--- src/rtl/rx_fifo_status.sv ---
module rx_fifo_status #(
  parameter int DEPTH = 16,
  parameter int DW    = 8,
  parameter int CW    = 3,
  localparam int AW   = $clog2(DEPTH),
  localparam int NW   = $clog2(DEPTH + 1)
) (
  input  logic          clk,
  input  logic          rst_n,
  input  logic          fifo_clr,
  input  logic          stat_clr,
  input  logic          push,
  input  logic [DW-1:0] push_data,
  input  logic [CW-1:0] push_cond,
  input  logic          pop,
  output logic [DW-1:0] head_data,
  output logic [CW-1:0] head_cond,
  output logic [NW-1:0] count,
  output logic          data_ready,
  output logic          overrun
);

  logic [DW+CW-1:0] mem [DEPTH];
  logic [AW-1:0]    rd_ptr, wr_ptr;
  logic             ne_q;

  wire full    = (count == NW'(DEPTH));
  wire empty   = (count == '0);
  wire do_pop  = pop & ~empty;
  wire do_push = push & (~full | do_pop);

  function automatic logic [AW-1:0] nxt(input logic [AW-1:0] p);
    return (p == AW'(DEPTH - 1)) ? '0 : p + 1'b1;
  endfunction

  always_ff @(posedge clk) begin
    if (do_push) mem[wr_ptr] <= {push_cond, push_data};
  end

  always_ff @(posedge clk or negedge rst_n) begin
    if (!rst_n) begin
      rd_ptr <= '0;
      wr_ptr <= '0;
      count  <= '0;
    end else if (fifo_clr) begin
      rd_ptr <= '0;
      wr_ptr <= '0;
      count  <= '0;
    end else begin
      if (do_pop)  rd_ptr <= nxt(rd_ptr);
      if (do_push) wr_ptr <= nxt(wr_ptr);
      if (do_push & ~do_pop)      count <= count + 1'b1;
      else if (do_pop & ~do_push) count <= count - 1'b1;
    end
  end

  always_ff @(posedge clk or negedge rst_n) begin
    if (!rst_n) begin
      ne_q       <= 1'b0;
      data_ready <= 1'b0;
      overrun    <= 1'b0;
    end else if (fifo_clr) begin
      ne_q       <= 1'b0;
      data_ready <= 1'b0;
      overrun    <= 1'b0;
    end else begin
      ne_q <= ~empty;
      if (count == NW'(1) && pop && !push) data_ready <= 1'b0;
      else if (~empty & ~ne_q)             data_ready <= 1'b1;
      if (stat_clr)                      overrun <= 1'b0;
      else if (push & ~pop & full)       overrun <= 1'b1;
    end
  end

  assign head_data = empty ? '0 : mem[rd_ptr][DW-1:0];
  assign head_cond = empty ? '0 : mem[rd_ptr][DW+CW-1:DW];

endmodule

--- config.mk ---
export PLATFORM = sky130hd
export DESIGN_NAME = rx_fifo_status
export DESIGN_NICKNAME = d
export VERILOG_FILES = /design/src/rtl/rx_fifo_status.sv
export SDC_FILE = /design/constraint.sdc
export NUM_CORES = 1
export LEC_CHECK = 0
export CELL_PAD_IN_SITES_DETAIL_PLACEMENT = 2
export CELL_PAD_IN_SITES_GLOBAL_PLACEMENT = 2
export CORE_MARGIN = 8
export CORE_UTILIZATION = 31
export DETAILED_ROUTE_END_ITERATION = 16
export DONT_BUFFER_PORTS = 1
export PLACE_DENSITY_LB_ADDON = 0.1
export SYNTH_ARGS = -nofsm -noshare
export SYNTH_HDL_FRONTEND = slang
export SYNTH_SLANG_ARGS = --single-unit
--- constraint.sdc ---
create_clock -name clk -period 7.1 [get_ports clk]
set_input_delay 0.355 -clock clk [delete_from_list [all_inputs] [get_ports clk]]
set_output_delay 0.355 -clock clk [all_outputs]
set_load 0.03 [all_outputs]
# Yosys cells after proc, flatten, opt, wreduce, memory -nomap -nowiden
# Memory sizes are Yosys's and may differ from the RTL's.
# Cells that the tools add are included.
[op_classes]
n_eq_ne = 4
n_addsub = 4
reduce_logical = 9
n_bitwise = 14
n_mux = 20
[ops]
columns = ["op", "count"]
rows = [
  ["4-bit 2-to-1 mux", 6],
  ["5-bit 2-to-1 mux", 3],
  ["1-bit 2-to-1 mux", 9],
  ["3-bit nonzero test", 3],
  ["4-bit by 1-bit adder with 4-bit output, second input constant", 2],
  ["4-bit == test, second input constant", 2],
  ["8-bit 2-to-1 mux", 1],
  ["1-bit AND", 7],
  ["1-bit inverter", 6],
  ["5-bit by 1-bit adder with 5-bit output, second input constant", 1],
  ["5-bit by 1-bit == test with 1-bit output, second input constant", 1],
  ["5-bit == test, second input constant", 1],
  ["5-bit zero test", 1],
  ["5-bit by 1-bit subtractor with 5-bit output, second input constant", 1],
  ["2-bit nonzero test", 2],
  ["3-bit 2-to-1 mux", 1],
  ["1-bit logical AND", 2],
  ["1-bit zero test", 1],
  ["1-bit bitwise OR", 1],
]
[totals]
regBits = 16
mem_count = 1
ram_bits = 176
wordCells = 58
[mem_list]
columns = ["name", "words", "word_bits", "read_ports", "rd_clocked_by_memory_dff", "wr", "line", "rtl"]
rows = [
  ["mem", 16, 11, 1, 0, 1, "23", "logic [DW+CW-1:0] mem [DEPTH];"],
]

# Depth between registers and ports, before layout
# Gate-level depths: netlist (run 1).
[logic_depth]
word_depth = 10
ltp_mapped = 7
ltp_nobuf = 6

# Worst setup path after synthesis (run 1)
# OpenSTA, ideal clock, no wires.
[synth_path]
path_kind = "flip-flop to flip-flop"
start = "reg count[0]"
end = "mem mem[0][0] (netlist bit) (enable)"
t_arrival_ns = 2.433
stages_incl_launch_ff = 7
slack_ns = 4.274
n_path_buf = 0
path_cell_list = "dfrtp_1 -> inv_1 -> ha_1 -> nor3b_1 -> a31oi_1 -> nand2_1 -> nor3_1"
[synth_via]
elab_chain_len = 7
word_cells_on_any_way = 9
cone_classes = "eq/ne: 1; mux: 2; bitwise: 5; reduce/logical: 1"
[synth_lines]
columns = ["item", "line", "rtl"]
rows = [
  ["start, declared", "18", "output logic [NW-1:0] count,"],
  ["start signal, assigned", "52", "if (do_push & ~do_pop) count <= count + 1'b1;"],
  ["start signal, assigned", "53", "else if (do_pop & ~do_push) count <= count - 1'b1;"],
  ["5-bit zero test", "28", "wire empty = (count == '0);"],
  ["1-bit inverter", "29", "wire do_pop = pop & ~empty;"],
  ["1-bit AND", "29", ""],
  ["1-bit bitwise OR (*)", "30", "wire do_push = push & (~full | do_pop);"],
  ["1-bit AND (*)", "30", ""],
  ["1-bit 2-to-1 mux (*)", "37", "if (do_push) mem[wr_ptr] <= {push_cond, push_data};"],
  ["1-bit 2-to-1 mux (implied by the code) (*)", "37", ""],
  ["end, declared", "23", ""],
]
# Mark *: on every way between the ends. The rest lies on a longest branch, timed or not.

# Worst setup path after layout (run 1)
[layout_path]
start = "reg count[0]"
end = "out head_cond[1]"
[layout_via]
elab_chain_len = 2
[layout_lines]
columns = ["item", "line", "rtl"]
rows = [
  ["5-bit zero test", "28", ""],
  ["3-bit 2-to-1 mux", "76", "assign head_cond = empty ? '0 : mem[rd_ptr][DW+CW-1:DW];"],
  ["end, declared", "17", "output logic [CW-1:0] head_cond,"],
]
# No other way between the ends.

==> results of run 1 <==
per-layer routing:
metal  GRT usage [%]  routed length [um]  vias up
met5               0                   0        -
met4            4.06                 192        0
met3            2.63                 799       16
met2            24.6               10800       76
met1            17.6                9060     2075
li1                -                   -     1705
timing repair:
| action | CTS | global route |
|---|---|---|
| hold buffers | 16 | 0 |
| endpoints found under the setup margin | 0 | 0 |
| hold endpoints to repair | 62 | 0 |
layout make-up:
type / instances / area [um^2]
clock buffers: 17 / 425
clock inverters: 15 / 193
fillers: 2448 / 16000
inverters: 6 / 22.5
multi-input cells: 189 / 2030
flip-flops and latches: 192 / 5690
well taps: 330 / 413
repair buffers: 25 / 228
worst max path at each step:
| stage | from | end | slack, ps |
|---|---|---|---|
| after CTS | count[0] | head_cond[1] | 3630 |
| final | count[0] | head_cond[1] | 3690 |
| after global routing | count[0] | mem[14][10] | 3440 |
| after global placement | count[0] | mem[14][9] | 3780 |
| after detailed placement | count[0] | mem[14][5] | 3700 |
| after floorplan | count[0] | mem[0][0] | 4270 |
critical path, stage by stage (launching register included):
cell and delay (ps):
dfrtp_1 650, inv_1 150, ha_1 280, or4b_4 300
or2b_1 470, o22ai_1 770
synth_stat cells, drive strengths merged, types with 2 or more instances:
master  instances
edfxtp        176
mux4           44
mux2i          24
nor2           21
dfrtp          16
nand2          13
buf            12
clkbuf         11
o22ai          11
a21oi          10
ha              9
nand3           9
nor3            8
inv             6
nand2b          4
nor2b           4
o21ai           4
a21o            3
mux2            3
o211ai          3
xor2            3
a31oi           2
state kept, by name, indices dropped and copies added (netlist names):
name	cells
overrun	1
wr_ptr	4
data_ready	1
count	5
mem	176
ne_q	1
rd_ptr	4
per-stage QoR:
step / std cells / setup slack [ps]
global route: 774 / 3440
global placement: 726 / 3780
floorplan: 410 / 4270
detailed placement: 726 / 3700
CTS: 774 / 3630
finish: 774 / 3690
where the power goes:
group / internal, mW / total, mW / switching (mW) / leakage [nW]
logic: 0.281 / 0.657 / 0.376 / 0.699
clock network: 0.540 / 1.00 / 0.464 / 0.301
registers: 1.27 / 1.41 / 0.132 / 1.80
kinds of logic (layout without fill, tap and decap cells):
logic type	after synthesis	count (layout)	synth area share [%]
compound gates	37	37	3.04
xor+xnor	3	3	0.336
fa+ha+maj	9	9	1.44
buf+inv	29	63	1.70
flops	192	192	72.7
mux	71	71	16.4
simple gates	69	69	4.45
==> impl_metrics.csv, run 1 <==
group,metric,value,unit
setup_path,critPathCaptureType,"output port",
clocking,cts_tree,"built",
logic_synthesis,synth_warnings,0,
clocking,cts_resized,0,
hold_path,hold_start,"push_data[6]",
logic_synthesis,ys_top_cells_by_area,"edfxtp_1 (68%), mux4_2 (13%), dfrtp_1 (5.1%)",
global_routing,antenna_found_initial,1,
logic_synthesis,synth_ff_type,"edfxtp_1",
routing,post-route-drc-count,0,
routing,drt-initial-drc-count,285,
flow_run,cap_violations,0,
status,outcome,"finished clean",
die,core,0.0250,mm^2
global_routing,grt_pass1_wl,31000,um
routing,via_per_inst,5.00,
sta,hold_ws,16.3,ps
logic_synthesis,yosysUniqueCellTypes,42,
final_layout,nNetsFinal,457,
clocking,clkSlewWorstSetupHoldPaths,80,ps
sta,max_slew_margin,21.6,%
power,power.density,341,mW/mm^2
clocking,cts.sinks,192,
routing,antenna_left,0,
global_routing,grt-ovfl-total,0,
setup_path,crit_type,"reg -> out",
logic_synthesis,yosysTopAreaCellShare,67.6,%
sta,worst_pin_slew,1170,ps
setup_path,crit_arrival,3060,ps
setup_path,cp_max_fo,11,
clocking,clock_path_buffers,2,
final_layout,design_area,0.00900,mm^2
logic_synthesis,avgSynthCellArea,19.1,um^2
clocking,cts_setup_buffers,0,
die,die_w,175,um
sta,fin_setup_tns,0,ps
setup_path,cp-start-kind,"flip-flop",
place,place_congestion,0.716,
sta,drv_slew,0,
global_routing,grt_pass1_vias,4351,
routing,routedWlPerCell,27.0,um
logic_synthesis,async_reset_ff_share,8.33,%
global_routing,grt_max_degree,50,
power,totalPowerFinal,3.07,mW
logic_synthesis,synth_edf_count,176,
logic_synthesis,synth_area,0.00782,mm^2
final_layout,mostFrequentLayoutCell,"edfxtp_1",
die,fp-row-count,58,
routing,num_vias,3872,
sta,finalHoldViolations,0,
place,hpwl,12700,um
sta,period_share,48.1,%
die,die_area,0.0306,mm^2
hold_path,hold_depth,0,
logic_synthesis,yosys.area.top_type,"edfxtp_1",
sta,rsz0062_at_grt,"no",
final_layout,drive_gt1_share,22.1,%
final_layout,area_growth,15.0,%
hold_path,hold_end,"mem[3][6]",
logic_synthesis,syn_inst,410,
setup_path,rr_endpoint,"mem[14][10]",
routing,drt-total-wl,20900,um
logic_synthesis,ys_seq_area_share,72.7,%
logic_synthesis,syn_nets,436,
final_layout,final_cell_mix,"edfxtp_1 (176), mux4_2 (44), mux2i_1 (23)",
sta,max_freq,0.293,GHz
clocking,h-tree-depth,4,
logic_synthesis,ys_ff_latch,192,
die,die_y,175,um
sta,setup_viol,0,
sta,skew,13.1,ps
routing,dr.pass1.iters,4,
final_layout,diodes,0,
die,initial_utilization,31.3,%
clocking,clk_latency,430,ps
place,place_area,0.00822,mm^2
setup_path,reg2reg_from,"count[0]",
sta,fin_crit,3410,ps
final_layout,post-route-util,36.0,%
power,ir_drop,0.152,mV
die,ioPinCount,35,
power,p_leak,2.80,nW
setup_path,ff2ff_setup_slack,3780,ps
global_routing,grt_usage,14.1,%
clocking,cts_inserted_buffers,17,
hold_path,hold_class,"in -> reg",
setup_path,worstPathRequired,6740,ps
setup_path,reg2reg_depth,6,
clocking,clockRootBuffer,"clkbuf_16",
place,port_buffers,0,
No activity file was read; power rests on OpenSTA's default activity.
==> run 2: changes to the inputs <==
Clock period 7.1 ns to 3.49 ns, I/O delays scaled along.
==> run 2 against run 1 <==
Compared with the run above: non-clock buffer count increased by 31; register-to-register slack lost 3100 ps; largest cell class unchanged; combinational power grew to 2.6 times the previous value; critical endpoint is now head_data[0]; highest routed layer unchanged; routed wire length decreased by 2.8%.
==> impl_metrics.csv, run 2 (synthesis gave the netlist of run 1 again) <==
group,metric,value,unit
status,outcome,"finished clean",
clocking,clk_latency,430,ps
setup_path,crit_arrival,2910,ps
routing,via_per_inst,4.96,
power,p_leak,2.96,nW
sta,rsz0062_at_grt,"no",
power,comb_power_share,26.2,%
routing,drt-total-wl,20300,um
final_layout,reg_top3,"mem x176, count x5",
routing,num_vias,3999,
final_layout,top_register,"mem",
global_routing,antenna_found_initial,2,
setup_path,reg2reg_depth,7,
routing,post-route-drc-count,0,
setup_path,critPathCaptureType,"output port",
place,place_congestion,0.728,
power,swShare,31.2,%
global_routing,grt_pass1_wl,30600,um
final_layout,mostFrequentLayoutCell,"edfxtp_1",
clocking,cts_tree,"built",
global_routing,grt_max_degree,32,
power,pwr-share-seq,42.7,%
sta,max_slew_margin,44.9,%
hold_path,hold_end,"rd_ptr[2]",
final_layout,nNetsFinal,488,
setup_path,rr_endpoint,"mem[4][8]",
clocking,clock_path_buffers,2,
routing,routedWlPerCell,25.1,um
routing,drt-initial-drc-count,252,
clocking,clkSlewWorstSetupHoldPaths,70,ps
setup_path,reg2reg_from,"count[1]",
power,intPower,4.39,mW
final_layout,post-route-util,37.0,%
hold_path,hold_start,"pop",
sta,worst_pin_slew,823,ps
power,p_sw,1.99,mW
final_layout,area_growth,18.2,%
sta,fin_crit,3080,ps
global_routing,grt_pass1_vias,4522,
clocking,cts.sinks,192,
setup_path,ff2ff_setup_slack,660,ps
sta,max_freq,0.324,GHz
sta,skew,11.1,ps
die,die_w,175,um
sta,period_share,88.3,%
global_routing,grt-ovfl-total,0,
setup_path,cp-start-kind,"flip-flop",
setup_path,cp_max_fo,9,
die,initial_utilization,31.3,%
clocking,h-tree-depth,4,
final_layout,final_cell_mix,"edfxtp_1 (176), mux4_2 (44), buf_4 (37)",
die,die_area,0.0306,mm^2
routing,antenna_left,0,
sta,setup_viol,0,
die,fp-row-count,58,
hold_path,hold_depth,3,
power,power.density,691,mW/mm^2
sta,drv_slew,0,
setup_path,crit_type,"reg -> out",
global_routing,grt_usage,13.8,%
hold_path,hold_class,"in -> reg",
routing,dr.pass1.iters,4,
final_layout,largest_register_ff_count,176,
power,p_clk_share,31.1,%
power,ir_drop,0.299,mV
sta,finalHoldViolations,0,
die,core,0.0250,mm^2
clocking,cts_setup_buffers,0,
die,ioPinCount,35,
clocking,cts_inserted_buffers,17,
sta,fin_setup_tns,0,ps
place,port_buffers,0,
final_layout,drive_gt1_share,26.5,%
flow_run,cap_violations,0,
setup_path,worstPathRequired,3320,ps
die,die_y,175,um
place,hpwl,13600,um
clocking,clockRootBuffer,"clkbuf_16",
==> run 2: changes by cell type in the layout (fill, tap and decap cells not counted) <==
| cell | change |
|---|---|
| inv_6 | -1 |
| diode_2 | +2 |
| dlygate4sd3_1 | +1 |
| clkinv_4 | +1 |
| inv_8 | -2 |
| buf_4 | +28 |
| clkbuf_1 | +2 |
| buf_12 | +2 |
==> run 2: critical path, stage by stage, from the launching register on <==
cell     delay, ps
dfrtp_1        580
inv_1          170
ha_1           270
or4b_4         310
or2b_1         350
buf_4          220
o22ai_1        550
==> run 2: area by class of cell <==
type / instances / area [um^2]
fillers: 2436 / 15700
flip-flops and latches: 192 / 5690
multi-input cells: 189 / 2030
repair buffers: 56 / 488
clock buffers: 19 / 433
well taps: 330 / 413
clock inverters: 13 / 170
inverters: 6 / 22.5
diodes: 2 / 5.00
==> run 2: power groups by stage <==
stage | Combinational [mW] | Clock [mW] | Sequential, mW
floorplan | 1.19 | 0 | 2.74
global placement | 1.65 | 0 | 2.78
detailed placement | 1.66 | 0 | 2.78
CTS | 1.73 | 2.06 | 2.73
global route | 1.81 | 2.15 | 2.75
finish | 1.68 | 1.99 | 2.72
==> run 2: per-stage QoR <==
| stage | hold slack (ps) | power (mW) | setup WS [ps] | instance area, um^2 | instances |
|---|---|---|---|---|---|
| 2_1_floorplan | -121 | 3.93 | 664 | 7820 | 410 |
| 3_3_place_gp | -120 | 4.43 | 675 | 8470 | 756 |
| 3_5_place_dp | -120 | 4.45 | 600 | 8470 | 756 |
| 4_1_cts | 2.96 | 6.52 | 338 | 9240 | 805 |
| 5_1_grt | 38.5 | 6.70 | 218 | 9250 | 807 |
| 6_report | 22.7 | 6.39 | 408 | 9250 | 807 |
==> run 2: worst max-delay path by stage <==
stage	endpoint	start	cells past startpoint
2_1_floorplan	mem[0][0]	count[0]	6
3_3_place_gp	mem[8][8]	count[1]	7
3_5_place_dp	mem[8][8]	count[1]	7
4_1_cts	head_data[1]	count[1]	6
5_1_grt	head_data[0]	count[1]	6
6_report	head_data[0]	count[1]	6
==> run 2: layer usage <==
layer,vias up,track usage [%],part of all wire [%]
met5,-,0,0
met4,0,4.13,1.5
met1,2149,17.5,45
met3,21,3.28,2.9
li1,1770,-,-
met2,59,23.2,51
==> run 2: repair_timing <==
| action | 4_1_cts | 5_1_grt |
|---|---|---|
| hold buffers | 17 | 0 |
| setup endpoints to repair | 0 | 0 |
| hold endpoints to repair | 208 | 0 |
| resized for setup | 0 | 0 |
